File: src/rtl/port_xfer_pkg.sv
package port_xfer_pkg;
  // single-byte opcodes
  localparam logic [7:0] BYTE_IN0_AC  = 8'h20;
  localparam logic [7:0] BYTE_IND_AC  = 8'h26;
  localparam logic [7:0] BYTE_IND_MEM = 8'h19;
  localparam logic [7:0] BYTE_OUT_AC  = 8'h25;
  localparam logic [7:0] BYTE_OUT_MEM = 8'h1A;
  // prefixes of two-byte forms
  localparam logic [7:0] BYTE_PFX_DIN  = 8'hB4;
  localparam logic [7:0] BYTE_PFX_DOUT = 8'hB5;
  localparam logic [7:0] BYTE_PFX_PAIR = 8'hF1;
  // second bytes of the paired form
  localparam logic [7:0] BYTE_PAIR_IN  = 8'hBA;
  localparam logic [7:0] BYTE_PAIR_OUT = 8'hBB;

  typedef enum logic [1:0] {
    PEND_NONE, PEND_DIN, PEND_DOUT, PEND_PAIR
  } pend_e;

  typedef enum logic [3:0] {
    OP_NONE,      // nothing completes this cycle
    OP_NOP,       // completes with no effect
    OP_IN0_AC,
    OP_IND_AC,
    OP_IND_MEM,
    OP_OUT_AC,
    OP_OUT_MEM,
    OP_DIR_IN,
    OP_DIR_OUT,
    OP_PAIR_IN,
    OP_PAIR_OUT
  } op_e;
endpackage

File: src/rtl/port_xfer_decode.sv
module port_xfer_decode
  import port_xfer_pkg::*;
#(
  parameter int IDX_W = 4
) (
  input  logic             valid_i,
  input  logic [7:0]       byte_i,
  input  pend_e            pend_i,
  output pend_e            pend_nxt_o,
  output op_e              op_o,
  output logic [IDX_W-1:0] imm_o
);
  assign imm_o = byte_i[IDX_W-1:0];

  always_comb begin
    op_o       = OP_NONE;
    pend_nxt_o = pend_i;
    if (valid_i) begin
      if (pend_i == PEND_NONE) begin
        unique case (byte_i)
          BYTE_IN0_AC:   op_o = OP_IN0_AC;
          BYTE_IND_AC:   op_o = OP_IND_AC;
          BYTE_IND_MEM:  op_o = OP_IND_MEM;
          BYTE_OUT_AC:   op_o = OP_OUT_AC;
          BYTE_OUT_MEM:  op_o = OP_OUT_MEM;
          BYTE_PFX_DIN:  pend_nxt_o = PEND_DIN;
          BYTE_PFX_DOUT: pend_nxt_o = PEND_DOUT;
          BYTE_PFX_PAIR: pend_nxt_o = PEND_PAIR;
          default:       op_o = OP_NOP;
        endcase
      end else begin
        pend_nxt_o = PEND_NONE;
        unique case (pend_i)
          PEND_DIN:  op_o = OP_DIR_IN;
          PEND_DOUT: op_o = OP_DIR_OUT;
          default: begin
            if (byte_i == BYTE_PAIR_IN)       op_o = OP_PAIR_IN;
            else if (byte_i == BYTE_PAIR_OUT) op_o = OP_PAIR_OUT;
            else                              op_o = OP_NOP;
          end
        endcase
      end
    end
  end
endmodule

File: src/rtl/port_xfer_seq.sv
module port_xfer_seq
  import port_xfer_pkg::*;
(
  input  logic  clk_i,
  input  logic  rst_ni,
  input  pend_e pend_nxt_i,
  output pend_e pend_q_o
);
  always_ff @(posedge clk_i or negedge rst_ni) begin
    if (!rst_ni) pend_q_o <= PEND_NONE;
    else         pend_q_o <= pend_nxt_i;
  end
endmodule

File: src/rtl/port_xfer_route.sv
module port_xfer_route
  import port_xfer_pkg::*;
#(
  parameter int NIB_W = 4,
  parameter int IDX_W = 4,
  parameter int PAIR_LO_IDX = 4,
  parameter int PAIR_HI_IDX = 5
) (
  input  op_e              op_i,
  input  logic [IDX_W-1:0] imm_i,
  input  logic [IDX_W-1:0] dp_lo_i,
  input  logic [NIB_W-1:0] ac_i,
  input  logic [NIB_W-1:0] e_i,
  input  logic [NIB_W-1:0] mem_rdata_i,
  input  logic [NIB_W-1:0] rd_a_data_i,
  input  logic [NIB_W-1:0] rd_b_data_i,
  output logic             rd_a_o,
  output logic [IDX_W-1:0] rd_a_idx_o,
  output logic             rd_b_o,
  output logic [IDX_W-1:0] rd_b_idx_o,
  output logic             wr_a_o,
  output logic [IDX_W-1:0] wr_a_idx_o,
  output logic [NIB_W-1:0] wr_a_data_o,
  output logic             wr_b_o,
  output logic [IDX_W-1:0] wr_b_idx_o,
  output logic [NIB_W-1:0] wr_b_data_o,
  output logic             ac_we_o,
  output logic [NIB_W-1:0] ac_wdata_o,
  output logic             e_we_o,
  output logic [NIB_W-1:0] e_wdata_o,
  output logic             mem_we_o,
  output logic [NIB_W-1:0] mem_wdata_o,
  output logic             zf_we_o,
  output logic             zf_o,
  output logic             done_o
);
  localparam logic [IDX_W-1:0] IDX_LO   = IDX_W'(PAIR_LO_IDX);
  localparam logic [IDX_W-1:0] IDX_HI   = IDX_W'(PAIR_HI_IDX);
  localparam logic [IDX_W-1:0] IDX_ZERO = '0;

  always_comb begin
    rd_a_o = 1'b0; rd_a_idx_o = '0;
    rd_b_o = 1'b0; rd_b_idx_o = '0;
    wr_a_o = 1'b0; wr_a_idx_o = '0; wr_a_data_o = '0;
    wr_b_o = 1'b0; wr_b_idx_o = '0; wr_b_data_o = '0;
    ac_we_o = 1'b0; ac_wdata_o = '0;
    e_we_o = 1'b0;  e_wdata_o = '0;
    mem_we_o = 1'b0; mem_wdata_o = '0;
    unique case (op_i)
      OP_IN0_AC: begin
        rd_a_o = 1'b1; rd_a_idx_o = IDX_ZERO;
        ac_we_o = 1'b1; ac_wdata_o = rd_a_data_i;
      end
      OP_IND_AC: begin
        rd_a_o = 1'b1; rd_a_idx_o = dp_lo_i;
        ac_we_o = 1'b1; ac_wdata_o = rd_a_data_i;
      end
      OP_DIR_IN: begin
        rd_a_o = 1'b1; rd_a_idx_o = imm_i;
        ac_we_o = 1'b1; ac_wdata_o = rd_a_data_i;
      end
      OP_IND_MEM: begin
        rd_a_o = 1'b1; rd_a_idx_o = dp_lo_i;
        mem_we_o = 1'b1; mem_wdata_o = rd_a_data_i;
      end
      OP_OUT_AC: begin
        wr_a_o = 1'b1; wr_a_idx_o = dp_lo_i; wr_a_data_o = ac_i;
      end
      OP_OUT_MEM: begin
        wr_a_o = 1'b1; wr_a_idx_o = dp_lo_i; wr_a_data_o = mem_rdata_i;
      end
      OP_DIR_OUT: begin
        wr_a_o = 1'b1; wr_a_idx_o = imm_i; wr_a_data_o = ac_i;
      end
      OP_PAIR_IN: begin
        rd_a_o = 1'b1; rd_a_idx_o = IDX_LO;
        rd_b_o = 1'b1; rd_b_idx_o = IDX_HI;
        e_we_o = 1'b1;  e_wdata_o  = rd_a_data_i;
        ac_we_o = 1'b1; ac_wdata_o = rd_b_data_i;
      end
      OP_PAIR_OUT: begin
        wr_a_o = 1'b1; wr_a_idx_o = IDX_LO; wr_a_data_o = e_i;
        wr_b_o = 1'b1; wr_b_idx_o = IDX_HI; wr_b_data_o = ac_i;
      end
      default: ;
    endcase
  end

  // every accumulator load from a port also sets the zero flag
  assign zf_we_o = ac_we_o;
  assign zf_o    = ac_we_o && (ac_wdata_o == '0);
  assign done_o  = (op_i != OP_NONE);
endmodule

File: src/rtl/port_xfer_exec.sv
module port_xfer_exec
  import port_xfer_pkg::*;
#(
  parameter int NIB_W = 4,
  parameter int PORT_CNT = 16,
  parameter int PAIR_LO_IDX = 4,
  parameter int PAIR_HI_IDX = 5,
  localparam int IDX_W = $clog2(PORT_CNT)
) (
  input  logic             clk_i,
  input  logic             rst_ni,
  input  logic             op_valid_i,
  input  logic [7:0]       op_byte_i,
  input  logic [IDX_W-1:0] dp_lo_i,
  input  logic [NIB_W-1:0] ac_i,
  input  logic [NIB_W-1:0] e_i,
  input  logic [NIB_W-1:0] mem_rdata_i,
  output logic             rd_a_o,
  output logic [IDX_W-1:0] rd_a_idx_o,
  input  logic [NIB_W-1:0] rd_a_data_i,
  output logic             rd_b_o,
  output logic [IDX_W-1:0] rd_b_idx_o,
  input  logic [NIB_W-1:0] rd_b_data_i,
  output logic             wr_a_o,
  output logic [IDX_W-1:0] wr_a_idx_o,
  output logic [NIB_W-1:0] wr_a_data_o,
  output logic             wr_b_o,
  output logic [IDX_W-1:0] wr_b_idx_o,
  output logic [NIB_W-1:0] wr_b_data_o,
  output logic             ac_we_o,
  output logic [NIB_W-1:0] ac_wdata_o,
  output logic             e_we_o,
  output logic [NIB_W-1:0] e_wdata_o,
  output logic             mem_we_o,
  output logic [NIB_W-1:0] mem_wdata_o,
  output logic             zf_we_o,
  output logic             zf_o,
  output logic             done_o
);
  pend_e            pend_q, pend_nxt;
  op_e              op;
  logic [IDX_W-1:0] imm;

  port_xfer_decode #(.IDX_W(IDX_W)) u_decode (
    .valid_i(op_valid_i), .byte_i(op_byte_i), .pend_i(pend_q),
    .pend_nxt_o(pend_nxt), .op_o(op), .imm_o(imm)
  );

  port_xfer_seq u_seq (
    .clk_i(clk_i), .rst_ni(rst_ni), .pend_nxt_i(pend_nxt), .pend_q_o(pend_q)
  );

  port_xfer_route #(
    .NIB_W(NIB_W), .IDX_W(IDX_W),
    .PAIR_LO_IDX(PAIR_LO_IDX), .PAIR_HI_IDX(PAIR_HI_IDX)
  ) u_route (
    .op_i(op), .imm_i(imm), .dp_lo_i(dp_lo_i), .ac_i(ac_i), .e_i(e_i),
    .mem_rdata_i(mem_rdata_i), .rd_a_data_i(rd_a_data_i), .rd_b_data_i(rd_b_data_i),
    .rd_a_o(rd_a_o), .rd_a_idx_o(rd_a_idx_o), .rd_b_o(rd_b_o), .rd_b_idx_o(rd_b_idx_o),
    .wr_a_o(wr_a_o), .wr_a_idx_o(wr_a_idx_o), .wr_a_data_o(wr_a_data_o),
    .wr_b_o(wr_b_o), .wr_b_idx_o(wr_b_idx_o), .wr_b_data_o(wr_b_data_o),
    .ac_we_o(ac_we_o), .ac_wdata_o(ac_wdata_o), .e_we_o(e_we_o), .e_wdata_o(e_wdata_o),
    .mem_we_o(mem_we_o), .mem_wdata_o(mem_wdata_o),
    .zf_we_o(zf_we_o), .zf_o(zf_o), .done_o(done_o)
  );
endmodule

File: config.mk
export PLATFORM = sky130hd
export DESIGN_NAME = port_xfer_exec
export DESIGN_NICKNAME = d
export VERILOG_FILES = /design/src/rtl/port_xfer_pkg.sv /design/src/rtl/port_xfer_decode.sv /design/src/rtl/port_xfer_seq.sv /design/src/rtl/port_xfer_route.sv /design/src/rtl/port_xfer_exec.sv
export SDC_FILE = /design/constraint.sdc
export NUM_CORES = 1
export LEC_CHECK = 0
export BUFFER_PORTS_ARGS = -buffer_cell sky130_fd_sc_hd__buf_2
export CORE_ASPECT_RATIO = 1.5
export CORE_MARGIN = 2
export CORE_UTILIZATION = 41
export DETAILED_ROUTE_END_ITERATION = 10
export PLACE_DENSITY = 0.85
export SYNTH_ARGS = -nofsm -noshare
export SYNTH_HDL_FRONTEND = slang
export SYNTH_SLANG_ARGS = --single-unit
File: constraint.sdc
create_clock -name clk_i -period 2.9 [get_ports clk_i]
set_input_delay 0.435 -clock clk_i [delete_from_list [all_inputs] [get_ports clk_i]]
set_output_delay 0.435 -clock clk_i [all_outputs]
set_load 0.03 [all_outputs]
==> run summary <==
Hpwl dp: 3.035 mm
Sink Count: 2
Crit path DAT: 2.62 ns
Antenna Cells: 0
Detailed-route wire length per cell: 25.13 um
Pin slew with the least headroom to its limit: 0.4853 ns
Number of setup violations in the final report: 40
Clock share of power: 5.6%
CP dominant cell by count: buf_6
Slowest cell on the critical path: dfrtp_1
Antenna violations before repair: 0
Worst path depth: 10
Crit-path max cell delay: 0.39 ns
Top reg by flops: u_seq.pend_q_o
Synth Area in Adders: 2.350%
Power per cell area: 527.6 nW/um^2
Clock skew: 0.004806 ns
Vias: 1906
Setup TNS: -2.626 ns
Yosys reg bits: 2
Met2 WL: 3.558 mm
Starting DRT DRC Count: 149
Worst hold path type: in2async
H-tree depth: 1
Finished Layout Cells: 284
Top FF cell, synth: dfrtp_1
Routed vias/inst: 6.711
Register-to-Register Setup Slack: 1.12 ns
Setup crit start kind: flop
Routed met1 length: 2.347 mm
Clk_lat worst skew: 0.25 ns
Post-synth EDFFs: 0
Clock buffer count from CTS: 3
Area Growth Syn to Fin: 121.9%
Top routing layer in use: met4
Die area: 3029 sq um
Biggest regs: u_seq.pend_q_o (2)
Post-Synth Simple-Gate Area: 39.48%
GRT Total Usage: 27.01%
P_int: 0.5591 mW
FILL cells: 48
Row count: 22
Longest Clk Path Bufs: 2
Die Y: 66.42 um
RSZ-0062 raised after global routing: true
Mux cell area share after synthesis: 3.290%
CP bufs+invs: 3
FF-to-FF Start: u_seq.pend_q_o[0]$_DFFE_PN0P_
XOR/XNOR Fraction of Synth Area: 1.645%
Clk root buf: clkbuf_4
DR pass1 iterations: 7
RePlAce Congestion: 0.8110
Switching Fraction: 55.14%
DRC: 0
Yosys cell types: 54
Routed WL: 7.138 mm
Max Cap Violations: 0
Required time of the critical path: 2.47 ns
Cells after Synth: 149
Layout cells sized above 1: 72.69%
Met3 routed WL: 629 um
Switching power: 0.6873 mW
Post-Syn Area: 1065 sq um
Port Buffers: 76
FF-to-FF path depth: 7
Core Footprint: 2450 sq um
CP delay by family, top: compound AO/OA/AOI/OAI gates
F_max: 0.3274 GHz
Post-DRT Antenna Nets: 0
IO Pins: 81
Status: finished, violations left
Vias in the first global route: 1496
Clk pin slew, worst setup/hold paths: 0.04 ns
Critical path class: reg2out
Cells after DPL: 261
Warnings from Yosys: 0
Final min period: 3.055 ns
Violated checks: setup timing
Worst reg2reg path endpoint: u_seq.pend_q_o[0]$_DFFE_PN0P_
Gr ovfl total: 0
Initial Utilization: 43.46%
First-pass GRT wire length: 6.334 mm
Largest net degree at the start of global routing: 9
Worst setup margin: -0.1546 ns
Slew Viols, Final: 0
Die X: 45.61 um
Pleak: 1.077 nW
Logic pwr share: 90.9%
Reg power frac: 3.5%
Critical Path Start: u_seq.pend_q_o[0]$_DFFE_PN0P_
Post-route clock period utilization: 105.3%
Largest family of logic cells by synthesized area: simple AND/OR/NAND/NOR gates
Syn_area_per_cell: 7.146 sq um
Ordered cell list for the critical path: inv_2, ha_4, and4bb_4, a32oi_2, o21ai_4, a21oi_4, buf_6, mux2_4, a22o_1, buf_6
Compound-cell area share of the yosys netlist: 32.55%
CTS tree: yes
Multi-input combinational cell area: 1254 sq um
Critical path capture point type: output pin
Largest fanout on the critical path: 5
Maximum vdd drop: 0.0004518 V
Final hold vios: 0
Layout Nets: 299
Flip-flop and latch area: 50.05 sq um
Max FFs per register: 2
FFs w/ async S/R, synth: 100.0%
Final core occ: 96.42%
Slew HR: 67.30%
Seq/Total Area, Yosys: 4.700%
## per-stage QoR
step / power, mW / setup slack, ns / cell area (sq um) / hold slack, ns
finish: 1.246 / -0.1546 / 2362 / 0.5815
global route: 1.288 / -0.2927 / 2362 / 0.5774
floorplan: 0.5119 / -0.09143 / 1082 / 0.1394
CTS: 0.8833 / -0.01346 / 1805 / 0.5124
detailed placement: 0.7038 / -0.08743 / 1570 / 0.2223
global placement: 0.6910 / -0.02961 / 1570 / 0.2185
## timing repair
action | in CTS | in global routing
hold buffers | 1 | 0
endpoints found under the setup margin | 41 | 39
pin swaps | 10 | 23
setup buffers | 6 | 18
gates resized for setup | 33 | 133
cloned | 1 | 0
endpoints found under the hold margin | 2 | 0
## cell usage in the layout (no fill, tap or decap), types with 4 or more instances in the layout
cell	count
nand2_1	13
a21oi_4	4
buf_2	32
inv_1	11
o21ai_1	4
a22oi_1	4
nor3_2	5
and2_4	4
conb_1	4
nand3_1	4
buf_4	52
nand2b_4	5
buf_6	29
clkbuf_4	8
## per-layer routing
metal | vias to the layer above | track usage (%)
li1 | 770 | -
met1 | 884 | 29.59
met2 | 181 | 50.18
met3 | 71 | 1.093
met4 | 0 | 12.13
met5 | - | 0
## power groups by stage
stage	clock [mW]	sequential [mW]	combinational, mW
2_1_floorplan	0	0.0436	0.468
3_5_place_dp	0	0.0399	0.664
4_1_cts	0.0690	0.0412	0.773
3_3_place_gp	0	0.0395	0.652
5_1_grt	0.0707	0.0429	1.17
6_report	0.0704	0.0432	1.13
## Yosys cell counts, drive strengths merged, types with 4 or more instances
cell / number / area, sq um
and2: 4 / 25.02
nand3: 4 / 20.02
inv: 15 / 56.31
buf: 16 / 110.1
o22ai: 5 / 37.53
and3: 4 / 25.02
o21ai: 10 / 50.05
a22oi: 4 / 30.03
nand2b: 6 / 37.54
nor2: 5 / 21.27
nor3: 10 / 77.57
nor4: 4 / 31.28
nand2: 15 / 56.30
o2bb2ai: 5 / 43.79
a21oi: 4 / 38.79
## worst max path at each step
stage | slack, ns | to
detailed placement | -0.09 | rd_a_idx_o[2]
global route | -0.29 | wr_a_idx_o[1]
floorplan | -0.09 | ac_wdata_o[0]
CTS | -0.01 | wr_a_idx_o[1]
finish | -0.15 | wr_a_idx_o[3]
global placement | -0.03 | wr_a_data_o[2]
## cell type report
class,instances,share of cell area [%]
well taps,24,1.271
clock buffers,3,0.9534
inverters,15,2.595
repair buffers,120,39.99
multi-input cells,120,53.07
flip-flops and latches,2,2.119
## kinds of logic after synthesis
family                   count (synthesis)
AO/OA/AOI/OAI                           43
XOR/XNOR                                 2
adder cells (fa/ha/maj)                  2
buffers and inverters                   31
flip-flops                               2
multiplexers                             3
other                                    1
AND/OR/NAND/NOR                         65
Power figures use the tool's default switching activity.
